File: config.mk
export PLATFORM = sky130hd
export DESIGN_NAME = port_write_seq
export DESIGN_NICKNAME = d
export VERILOG_FILES = /design/src/rtl/pws_pkg.sv /design/src/rtl/pws_dly_cnt.sv /design/src/rtl/pws_sel_decode.sv /design/src/rtl/port_write_seq.sv
export SDC_FILE = /design/constraint.sdc
export NUM_CORES = 1
export LEC_CHECK = 0
export BUFFER_PORTS_ARGS = -buffer_cell sky130_fd_sc_hd__buf_2
export CAP_MARGIN = 30
export CORE_MARGIN = 10
export CORE_UTILIZATION = 53
export CTS_CLUSTER_SIZE = 20
export DETAILED_ROUTE_END_ITERATION = 8
export PLACE_DENSITY = 0.89
export SLEW_MARGIN = 0
export SYNTH_ARGS = -nofsm -noshare
export SYNTH_HDL_FRONTEND = slang
export SYNTH_SLANG_ARGS = --single-unit
File: constraint.sdc
create_clock -name clk -period 4.4 [get_ports clk]
set_input_delay 0 -clock clk [delete_from_list [all_inputs] [get_ports clk]]
set_output_delay 0 -clock clk [all_outputs]
set_load 0.02 [all_outputs]
File: src/rtl/pws_pkg.sv
package pws_pkg;
    typedef enum logic [2:0] {
        ST_IDLE    = 3'd0,
        ST_SETTLE  = 3'd1,
        ST_REQ     = 3'd2,
        ST_HOLD    = 3'd3,
        ST_RECOVER = 3'd4
    } pws_state_e;
endpackage

File: src/rtl/pws_dly_cnt.sv
module pws_dly_cnt #(
    parameter int W = 4
) (
    input  logic         clk,
    input  logic         rst_n,
    input  logic         load_i,
    input  logic [W-1:0] load_val_i,
    output logic         zero_o
);
    logic [W-1:0] cnt_d, cnt_q;

    always_comb begin
        cnt_d = cnt_q;
        if (load_i)
            cnt_d = load_val_i;
        else if (cnt_q != '0)
            cnt_d = cnt_q - W'(1);
    end

    always_ff @(posedge clk) begin
        if (!rst_n) cnt_q <= '0;
        else        cnt_q <= cnt_d;
    end

    assign zero_o = (cnt_q == '0);
endmodule

File: src/rtl/pws_sel_decode.sv
module pws_sel_decode #(
    parameter int N     = 6,
    parameter int IDX_W = 3
) (
    input  logic [IDX_W-1:0] idx_i,
    input  logic             en_i,
    output logic [N-1:0]     sel_o
);
    for (genvar g = 0; g < N; g++) begin : g_leg
        assign sel_o[g] = en_i && (int'(idx_i) == g);
    end
endmodule

File: src/rtl/port_write_seq.sv
module port_write_seq
    import pws_pkg::*;
#(
    parameter int N_SRC = 6,
    parameter int DLY_W = 4,
    parameter int IDX_W = (N_SRC > 1) ? $clog2(N_SRC) : 1
) (
    input  logic             clk,
    input  logic             rst_n,
    input  logic             start_i,
    input  logic [IDX_W-1:0] src_idx_i,
    input  logic             ack_i,
    input  logic [DLY_W-1:0] rise_dly_i,
    input  logic [DLY_W-1:0] fall_dly_i,
    output logic [N_SRC-1:0] sel_o,
    output logic             req_o,
    output logic             done_o,
    output logic             err_o
);
    typedef struct packed {
        pws_state_e       state;
        logic [IDX_W-1:0] idx;
        logic             req;
        logic             done;
        logic             err;
    } regs_t;

    localparam regs_t RESET_VAL = '{state: ST_IDLE, idx: '0, req: 1'b0, done: 1'b0, err: 1'b0};

    regs_t            d, q;
    logic             cnt_load;
    logic [DLY_W-1:0] cnt_val;
    logic             cnt_zero;
    logic             sel_en;

    pws_dly_cnt #(.W(DLY_W)) i_cnt (
        .clk       (clk),
        .rst_n     (rst_n),
        .load_i    (cnt_load),
        .load_val_i(cnt_val),
        .zero_o    (cnt_zero)
    );

    assign sel_en = (q.state == ST_SETTLE) || (q.state == ST_REQ) || (q.state == ST_HOLD);

    pws_sel_decode #(.N(N_SRC), .IDX_W(IDX_W)) i_dec (
        .idx_i(q.idx),
        .en_i (sel_en),
        .sel_o(sel_o)
    );

    always_comb begin
        d        = q;
        d.done   = 1'b0;
        cnt_load = 1'b0;
        cnt_val  = '0;
        d.err    = q.err | (ack_i && ((q.state == ST_IDLE) || (q.state == ST_SETTLE)
                                      || (q.state == ST_RECOVER)));
        case (q.state)
            ST_IDLE: begin
                if (start_i && (int'(src_idx_i) < N_SRC)) begin
                    d.state  = ST_SETTLE;
                    d.idx    = src_idx_i;
                    cnt_load = 1'b1;
                    cnt_val  = rise_dly_i;
                end
            end
            ST_SETTLE: begin
                if (cnt_zero) begin
                    d.state = ST_REQ;
                    d.req   = 1'b1;
                end
            end
            ST_REQ: begin
                if (ack_i) begin
                    d.state = ST_HOLD;
                    d.req   = 1'b0;
                end
            end
            ST_HOLD: begin
                if (!ack_i) begin
                    if (fall_dly_i == '0) begin
                        d.state = ST_IDLE;
                        d.done  = 1'b1;
                    end else begin
                        d.state  = ST_RECOVER;
                        cnt_load = 1'b1;
                        cnt_val  = fall_dly_i - DLY_W'(1);
                    end
                end
            end
            ST_RECOVER: begin
                if (cnt_zero) begin
                    d.state = ST_IDLE;
                    d.done  = 1'b1;
                end
            end
            default: d = RESET_VAL;
        endcase
    end

    always_ff @(posedge clk) begin
        if (!rst_n) q <= RESET_VAL;
        else        q <= d;
    end

    assign req_o  = q.req;
    assign done_o = q.done;
    assign err_o  = q.err;

    a_r1_sel_onehot0: assert property (@(posedge clk) disable iff (!rst_n)
        $onehot0(sel_o));
    a_r3_sel_before_req: assert property (@(posedge clk) disable iff (!rst_n)
        $rose(req_o) |-> ($past(sel_o) == sel_o) && (sel_o != '0));
    a_r4_req_drop: assert property (@(posedge clk) disable iff (!rst_n)
        (req_o && ack_i) |=> !req_o);
    a_r5_sel_hold: assert property (@(posedge clk) disable iff (!rst_n)
        ((sel_o != '0) && ack_i) |=> $stable(sel_o));
    a_r6_done_pulse: assert property (@(posedge clk) disable iff (!rst_n)
        done_o |=> !done_o);
    a_r6_done_released: assert property (@(posedge clk) disable iff (!rst_n)
        done_o |-> (sel_o == '0) && !req_o);
    a_r9_err_sticky: assert property (@(posedge clk) disable iff (!rst_n)
        err_o |=> err_o);
endmodule

==> results.md, run 1 <==
- Pwr/cell area: 468 nW/um^2
- Most used DFF post-synth: dfxtp_1
- Worst VDD drop: 0.000248 V
- Slew Limit Fails: 0
- N_diodes: 0
- Clock Skew: 1.06 ps
- Final hold violation count: 0
- Max-cap violation count: 0
- Register area: 260 sq um
- Area of the multi-input gates: 531 sq um
- Routed len/inst: 14.0 um
- Mapped Area: 836 sq um
- Crit path launch type: flop
- CTS tree: yes
- Post-route setup slack: 2660 ps
- Post-CTS Setup Inserts: 0
- Yosys warning count: 0
- Lkg Pwr: 0.000471 uW
- Netlist cell types: 39
- All-Layer GR Usage: 0.114
- Mux contribution to synthesized area: 0
- Final wirelength: 1980 um
- Initial antenna violation count: 0
- Critical path class: reg -> out
- Area of the core: 1510 sq um
- Share of cells above drive strength 1: 0.248
- Vias per cell: 5.64
- Reg2reg start: q[8]
- Clock root cell: clkbuf_4
- Least-Margin Pin Slew: 483 ps
- Synth Area in Compound Gates: 0.223
- RSZ-0062 raised after global routing: false
- Nets@finish: 145
- Area grow syn2layout: 21.4%
- Synth Area per Inst: 8.44 sq um
- DR DRC count: 0
- Num CTS Buffers: 3
- Router iterations before antenna repair: 5
- CP Capture Type: output port
- Post-synthesis xor/xnor area fraction: 0.0524
- Clock buffer depth: 2
- HPWL Detailed: 1550 um
- Global-route wire length before repair: 3250 um
- GP Congestion: 0.799
- FP Rows: 14
- HP Start: rise_dly_i[0]
- Cells after synthesis: 99
- Simple-Gate Fraction of Synth Area: 0.299
- Clk_lat worst skew: 270 ps
- Initial cell density of the core: 0.555
- Post-route ant nets: 0
- Rel. slew slack: 0.678
- Largest family of logic cells by synthesized area: simple AND/OR/NAND/NOR gates
- Die area: 3570 sq um
- Post-CTS resize count: 0
- Largest net degree at the start of global routing: 16
- Peak fanout along the critical path: 12
- Final setup viols: 0
- Total gr overflow: 0
- Critical path data required time: 4400 ps
- Die H: 59.7 um
- Fill count: 128
- Via count: 795
- #FFs+latches synth: 13
- H-tree depth: 1
- Fmax: 576 MHz
- Die width: 59.7 um
- Post-synth ARST share: 0
- Setup TNS: 0 ps
- Reg2Reg Setup Slack: 2790 ps
- Tcrit/Tclk final: 0.395
- Post-Synth Adder-Cell Area: 0.0599
- Sequential area share after synthesis: 0.311
- Initial DRC count: 40
- Reg clk slew, reported paths: 80 ps
- Place WS: 2810 ps
- Clock sinks: 13
- Syn_nets: 118
- CP startpoint: q[7]
- Min cycle time layout: 1740 ps
- Hold WC Path Type: in -> reg
- Port Buffers: 23
- Post-synth EDFFs: 0
- Via count of the first global-routing pass: 759
- Outcome: finished, final reports clean
- Io pins: 24
- CP arrival: 1740 ps
[stage by stage]
| stage | hold WS [ps] | std cells | total power (uW) | area (sq um) | utilization |
|---|---|---|---|---|---|
| finish | 38.0 | 141 | 475 | 1010 | 0.674 |
| global route | 31.2 | 141 | 519 | 1010 | 0.674 |
| CTS | 34.2 | 141 | 480 | 1010 | 0.674 |
| detailed placement | 265 | 133 | 403 | 948 | 0.630 |
| global placement | 241 | 133 | 396 | 948 | 0.630 |
| floorplan | 135 | 99 | 357 | 836 | - |
[sequential cells by signal, summed over array words and instances (netlist names)]
signal       count
q                6
err_o            1
done_o           1
req_o            1
i_cnt.cnt_q      4
[critical path, stage by stage, from the launching register on]
cell     delay [ps]
dfxtp_1         580
nor2_1          190
or3_1           360
nor3_1          140
buf_2           200
[report_power, final]
part / leakage [uW] / internal (uW) / switching [uW]
Sequential: 0.000107 / 145 / 36.8
Clock: 0.0000150 / 35.1 / 37.2
Combinational: 0.000349 / 103 / 118
Total: 0.000471 / 283 / 192
[final timing paths]
path	cells past startpoint	endpoint
max	4	sel_o[0]
min reg2reg	1	err_o
max reg2reg	4	i_cnt.cnt_q[2]
min	3	i_cnt.cnt_q[0]
[cell usage in the layout (no fill, tap or decap), types with 2 or more instances in the layout]
cell type      synthesis  layout
o21ai_1                2       2
dlygate4sd3_1          0       4
nand2_1                7       7
nor3b_1                2       2
a21oi_1                3       3
nor2b_1                2       2
nor2_1                 6       6
dfxtp_1               13      13
a22oi_1                3       3
buf_2                  3      23
nand2b_1               2       2
nand3_1                7       7
nor3_1                 7       7
xor2_1                 4       4
a21boi_1               5       5
ha_1                   4       4
inv_1                  5       5
clkbuf_4               0       3
[routing by layer]
layer | vias up | routed length [um] | GRT usage
met3 | 2 | 117 | 0.0424
met1 | 365 | 842 | 0.123
met4 | 0 | 11 | 0.0577
met2 | 17 | 1000 | 0.190
met5 | - | 0 | 0
li1 | 411 | - | -
[logic make-up (layout without fill, tap and decap cells)]
| family | Yosys count | in the layout |
|---|---|---|
| DFF | 13 | 13 |
| adders and majority gates | 4 | 4 |
| buffers and inverters | 11 | 37 |
| AOI/OAI and AO/OA | 24 | 24 |
| xor gates and xnor gates | 5 | 5 |
| and+or+nand+nor | 42 | 42 |
[layout make-up]
cell class / instances / share of cell area
multi-input cells: 75 / 0.523
flip-flops and latches: 13 / 0.256
repair buffers: 27 / 0.153
clock buffers: 4 / 0.0259
inverters: 6 / 0.0222
well taps: 16 / 0.0197
[cell usage after synthesis (all sizes together), types with 2 or more instances]
cell    number  area share
a21boi       6       0.058
a21oi        3       0.018
a22oi        3       0.027
buf          3       0.018
clkbuf       2      0.0090
dfxtp       13        0.31
ha           4       0.060
inv          6       0.027
nand2        7       0.031
nand2b       2       0.015
nand3        7       0.042
nor2         6       0.027
nor2b        2       0.015
nor3         7       0.042
nor3b        3       0.033
o21ai        3       0.018
xor2         4       0.042
[what timing repair did]
item,4_1_cts,5_1_grt
endpoints found under the hold margin,4,0
hold buffers,4,0
setup endpoints to repair,0,0
Note: power is estimated with default switching activity, not from simulation.
==> inputs of run 2 (changes only) <==
CORE_ASPECT_RATIO = 0.75   (was not set)
CORE_UTILIZATION = 45   (was 53)
PLACE_DENSITY = 0.81   (was 0.89)
clock period = 1.55 ns   (was 4.4 ns; I/O delays follow)
==> results.md, run 2 (synthesis gave the netlist of run 1 again) <==
- DR DRC count: 0 (unchanged)
- Via count of the first global-routing pass: 860 (was 759)
- Die area: 4000 sq um (was 3570 sq um)
- Critical Path Max Stage Delay: 410 ps (was 580 ps)
- Io pins: 24 (unchanged)
- GP Congestion: 0.876 (was 0.799)
- Port Buffers: 23 (unchanged)
- Most common cell after layout, fill and taps aside: buf_2 (unchanged)
- Critical path class: reg -> reg (was reg -> out)
- Tcrit/Tclk final: 0.932
- Die H: 57.3 um (was 59.7 um)
- Hold WC Path Type: in -> reg (unchanged)
- Final wirelength: 2250 um (was 1980 um)
- Area grow syn2layout: 31.6% (was 21.4%)
- Post-route setup slack: 106 ps (was 2660 ps)
- Area of the core: 1740 sq um (was 1510 sq um)
- FP Rows: 13 (was 14)
- Die width: 69.8 um (was 59.7 um)
- Most frequent cells in the layout: buf_2, dfxtp_1, nand2_1, nand3_1 (was buf_2, dfxtp_1, nor3_1, nand2_1, nand3_1)
- Final setup viols: 0 (unchanged)
- Fmax: 693 MHz
- Via count: 835 (was 795)
- HPWL Detailed: 1720 um (was 1550 um)
- Final Cell Area: 1100 sq um (was 1010 sq um)
- Slew Limit Fails: 0 (unchanged)
- H-tree depth: 1 (unchanged)
- Most flop-heavy register: q (unchanged)
- Peak fanout along the critical path: 4 (was 12)
- Post-CTS Setup Inserts: 0 (unchanged)
- Total power draw: 1470 uW (was 475 uW)
- Clock buffer depth: 2 (unchanged)
- Max-cap violation count: 0 (unchanged)
- Critical path data required time: 1730 ps (was 4400 ps)
- Global-route wire length before repair: 3760 um (was 3250 um)
- Reg2Reg Setup Slack: 110 ps (was 2790 ps)
- Crit-path slowest cell: or3b_4 (was dfxtp_1)
- Vias per cell: 5.46 (was 5.64)
- Num CTS Buffers: 3 (unchanged)
- Largest net degree at the start of global routing: 13 (was 16)
- Share of cells above drive strength 1: 0.328 (was 0.248)
- N_diodes: 0 (unchanged)
- Clk_lat worst skew: 290 ps (was 270 ps)
- Clock root cell: clkbuf_4 (unchanged)
- CP arrival: 1620 ps (was 1740 ps)
- Reg clk slew, reported paths: 80 ps (about the same)
- Initial DRC count: 12 (was 40)
- Fill count: 138 (was 128)
- Total gr overflow: 0 (unchanged)
- Nets@finish: 151 (was 145)
- Place WS: 34.6 ps (was 2810 ps)
- Worst VDD drop: 0.000900 V (was 0.000248 V)
- Core Util, Final: 0.632 (was 0.674)
- Crit path launch type: flop (unchanged)
- Router iterations before antenna repair: 4 (was 5)
- All-Layer GR Usage: 0.114 (about the same)
- Setup TNS: 0 ps (unchanged)
- Register area: 268 sq um (was 260 sq um)
- Max reg flops: 6 (unchanged)
- CTS tree: yes (unchanged)
- Outcome: finished, final reports clean (unchanged)
- Clock Skew: 6.55 ps (was 1.06 ps)
- CP Capture Type: flop (was output port)
- Routed len/inst: 14.7 um (was 14.0 um)
- Lkg Pwr: 0.000509 uW (was 0.000471 uW)
- Min cycle time layout: 1440 ps
- Worst-path cell chain: inv_1, ha_1, or3b_4, o31ai_2, a21oi_1 (was nor2_1, or3_1, nor3_1, buf_2)
- Post-route ant nets: 0 (unchanged)
- Rel. slew slack: 0.668 (was 0.678)
- RSZ-0062 raised after global routing: true (was false)
- Area of the multi-input gates: 553 sq um (was 531 sq um)
- Least-Margin Pin Slew: 494 ps (was 483 ps)
- Final hold violation count: 0 (unchanged)
- Initial antenna violation count: 0 (unchanged)
- Clock sinks: 13 (unchanged)
- Initial cell density of the core: 0.480 (was 0.555)
- Biggest regs: q: 6 flops, i_cnt.cnt_q: 4 flops (unchanged)
- Pwr/cell area: 1340 nW/um^2 (was 468 nW/um^2)
- Area post-placement: 993 sq um (was 948 sq um)
==> run 2: changes by cell type in the layout (fill, tap and decap cells not counted) <==
cell and delta:
buf_4 +5, dfxtp_1 -2, dfxtp_4 +2, a221oi_1 -1
a221oi_2 +1, dlygate4sd3_1 +1, nor3_1 -1, nor3_2 +1
o31ai_1 -1, o31ai_2 +1, or3b_1 -1, or3b_4 +1
or4_1 -1, or4_4 +1
==> run 2: timing repair <==
| action | in CTS | in global routing |
|---|---|---|
| gates resized for setup | 2 | 7 |
| setup endpoints to repair | 5 | 11 |
| hold buffers | 5 | 0 |
| endpoints found under the hold margin | 5 | 0 |
==> run 2: per-layer routing <==
layer | part of all wire | track usage
met5 | 0 | 0
met4 | 0.0085 | 0.0393
met3 | 0.051 | 0.0501
met2 | 0.51 | 0.199
met1 | 0.43 | 0.121
==> run 2: area by class of cell <==
type                       count  share of cell area
inverter                       6              0.0205
timing repair buffer          33               0.184
sequential                    13               0.243
multi-input combinational     75               0.503
tap                           22              0.0250
clock buffer                   4              0.0239
==> run 2: path summary, 6_finish.rpt <==
kind,depth (start not counted),startpoint,endpoint
hold reg to reg,1,err_o,err_o
hold / removal,3,rise_dly_i[3],i_cnt.cnt_q[3]
setup / recovery,5,i_cnt.cnt_q[0],i_cnt.cnt_q[2]
setup reg to reg,5,i_cnt.cnt_q[0],i_cnt.cnt_q[2]
==> run 2: stage by stage <==
step	instances	hold slack, ps
floorplan	99	135
detailed placement	144	260
global route	153	28.2
finish	153	23.0
CTS	153	15.8
global placement	144	251
==> run 2: where the power goes <==
part	internal (uW)	total, uW	switching (uW)
Clock	100	216	116
Combinational	352	735	383
Sequential	420	522	102
Total	873	1470	601
==> run 2: critical path, delay by kind of cell (launching register included) <==
kind | cells | cell delay (ps)
AOI/OAI and AO/OA | 2 | 360
adders and majority gates | 1 | 150
DFF | 1 | 340
buffers and inverters | 1 | 80
and+or+nand+nor | 1 | 410
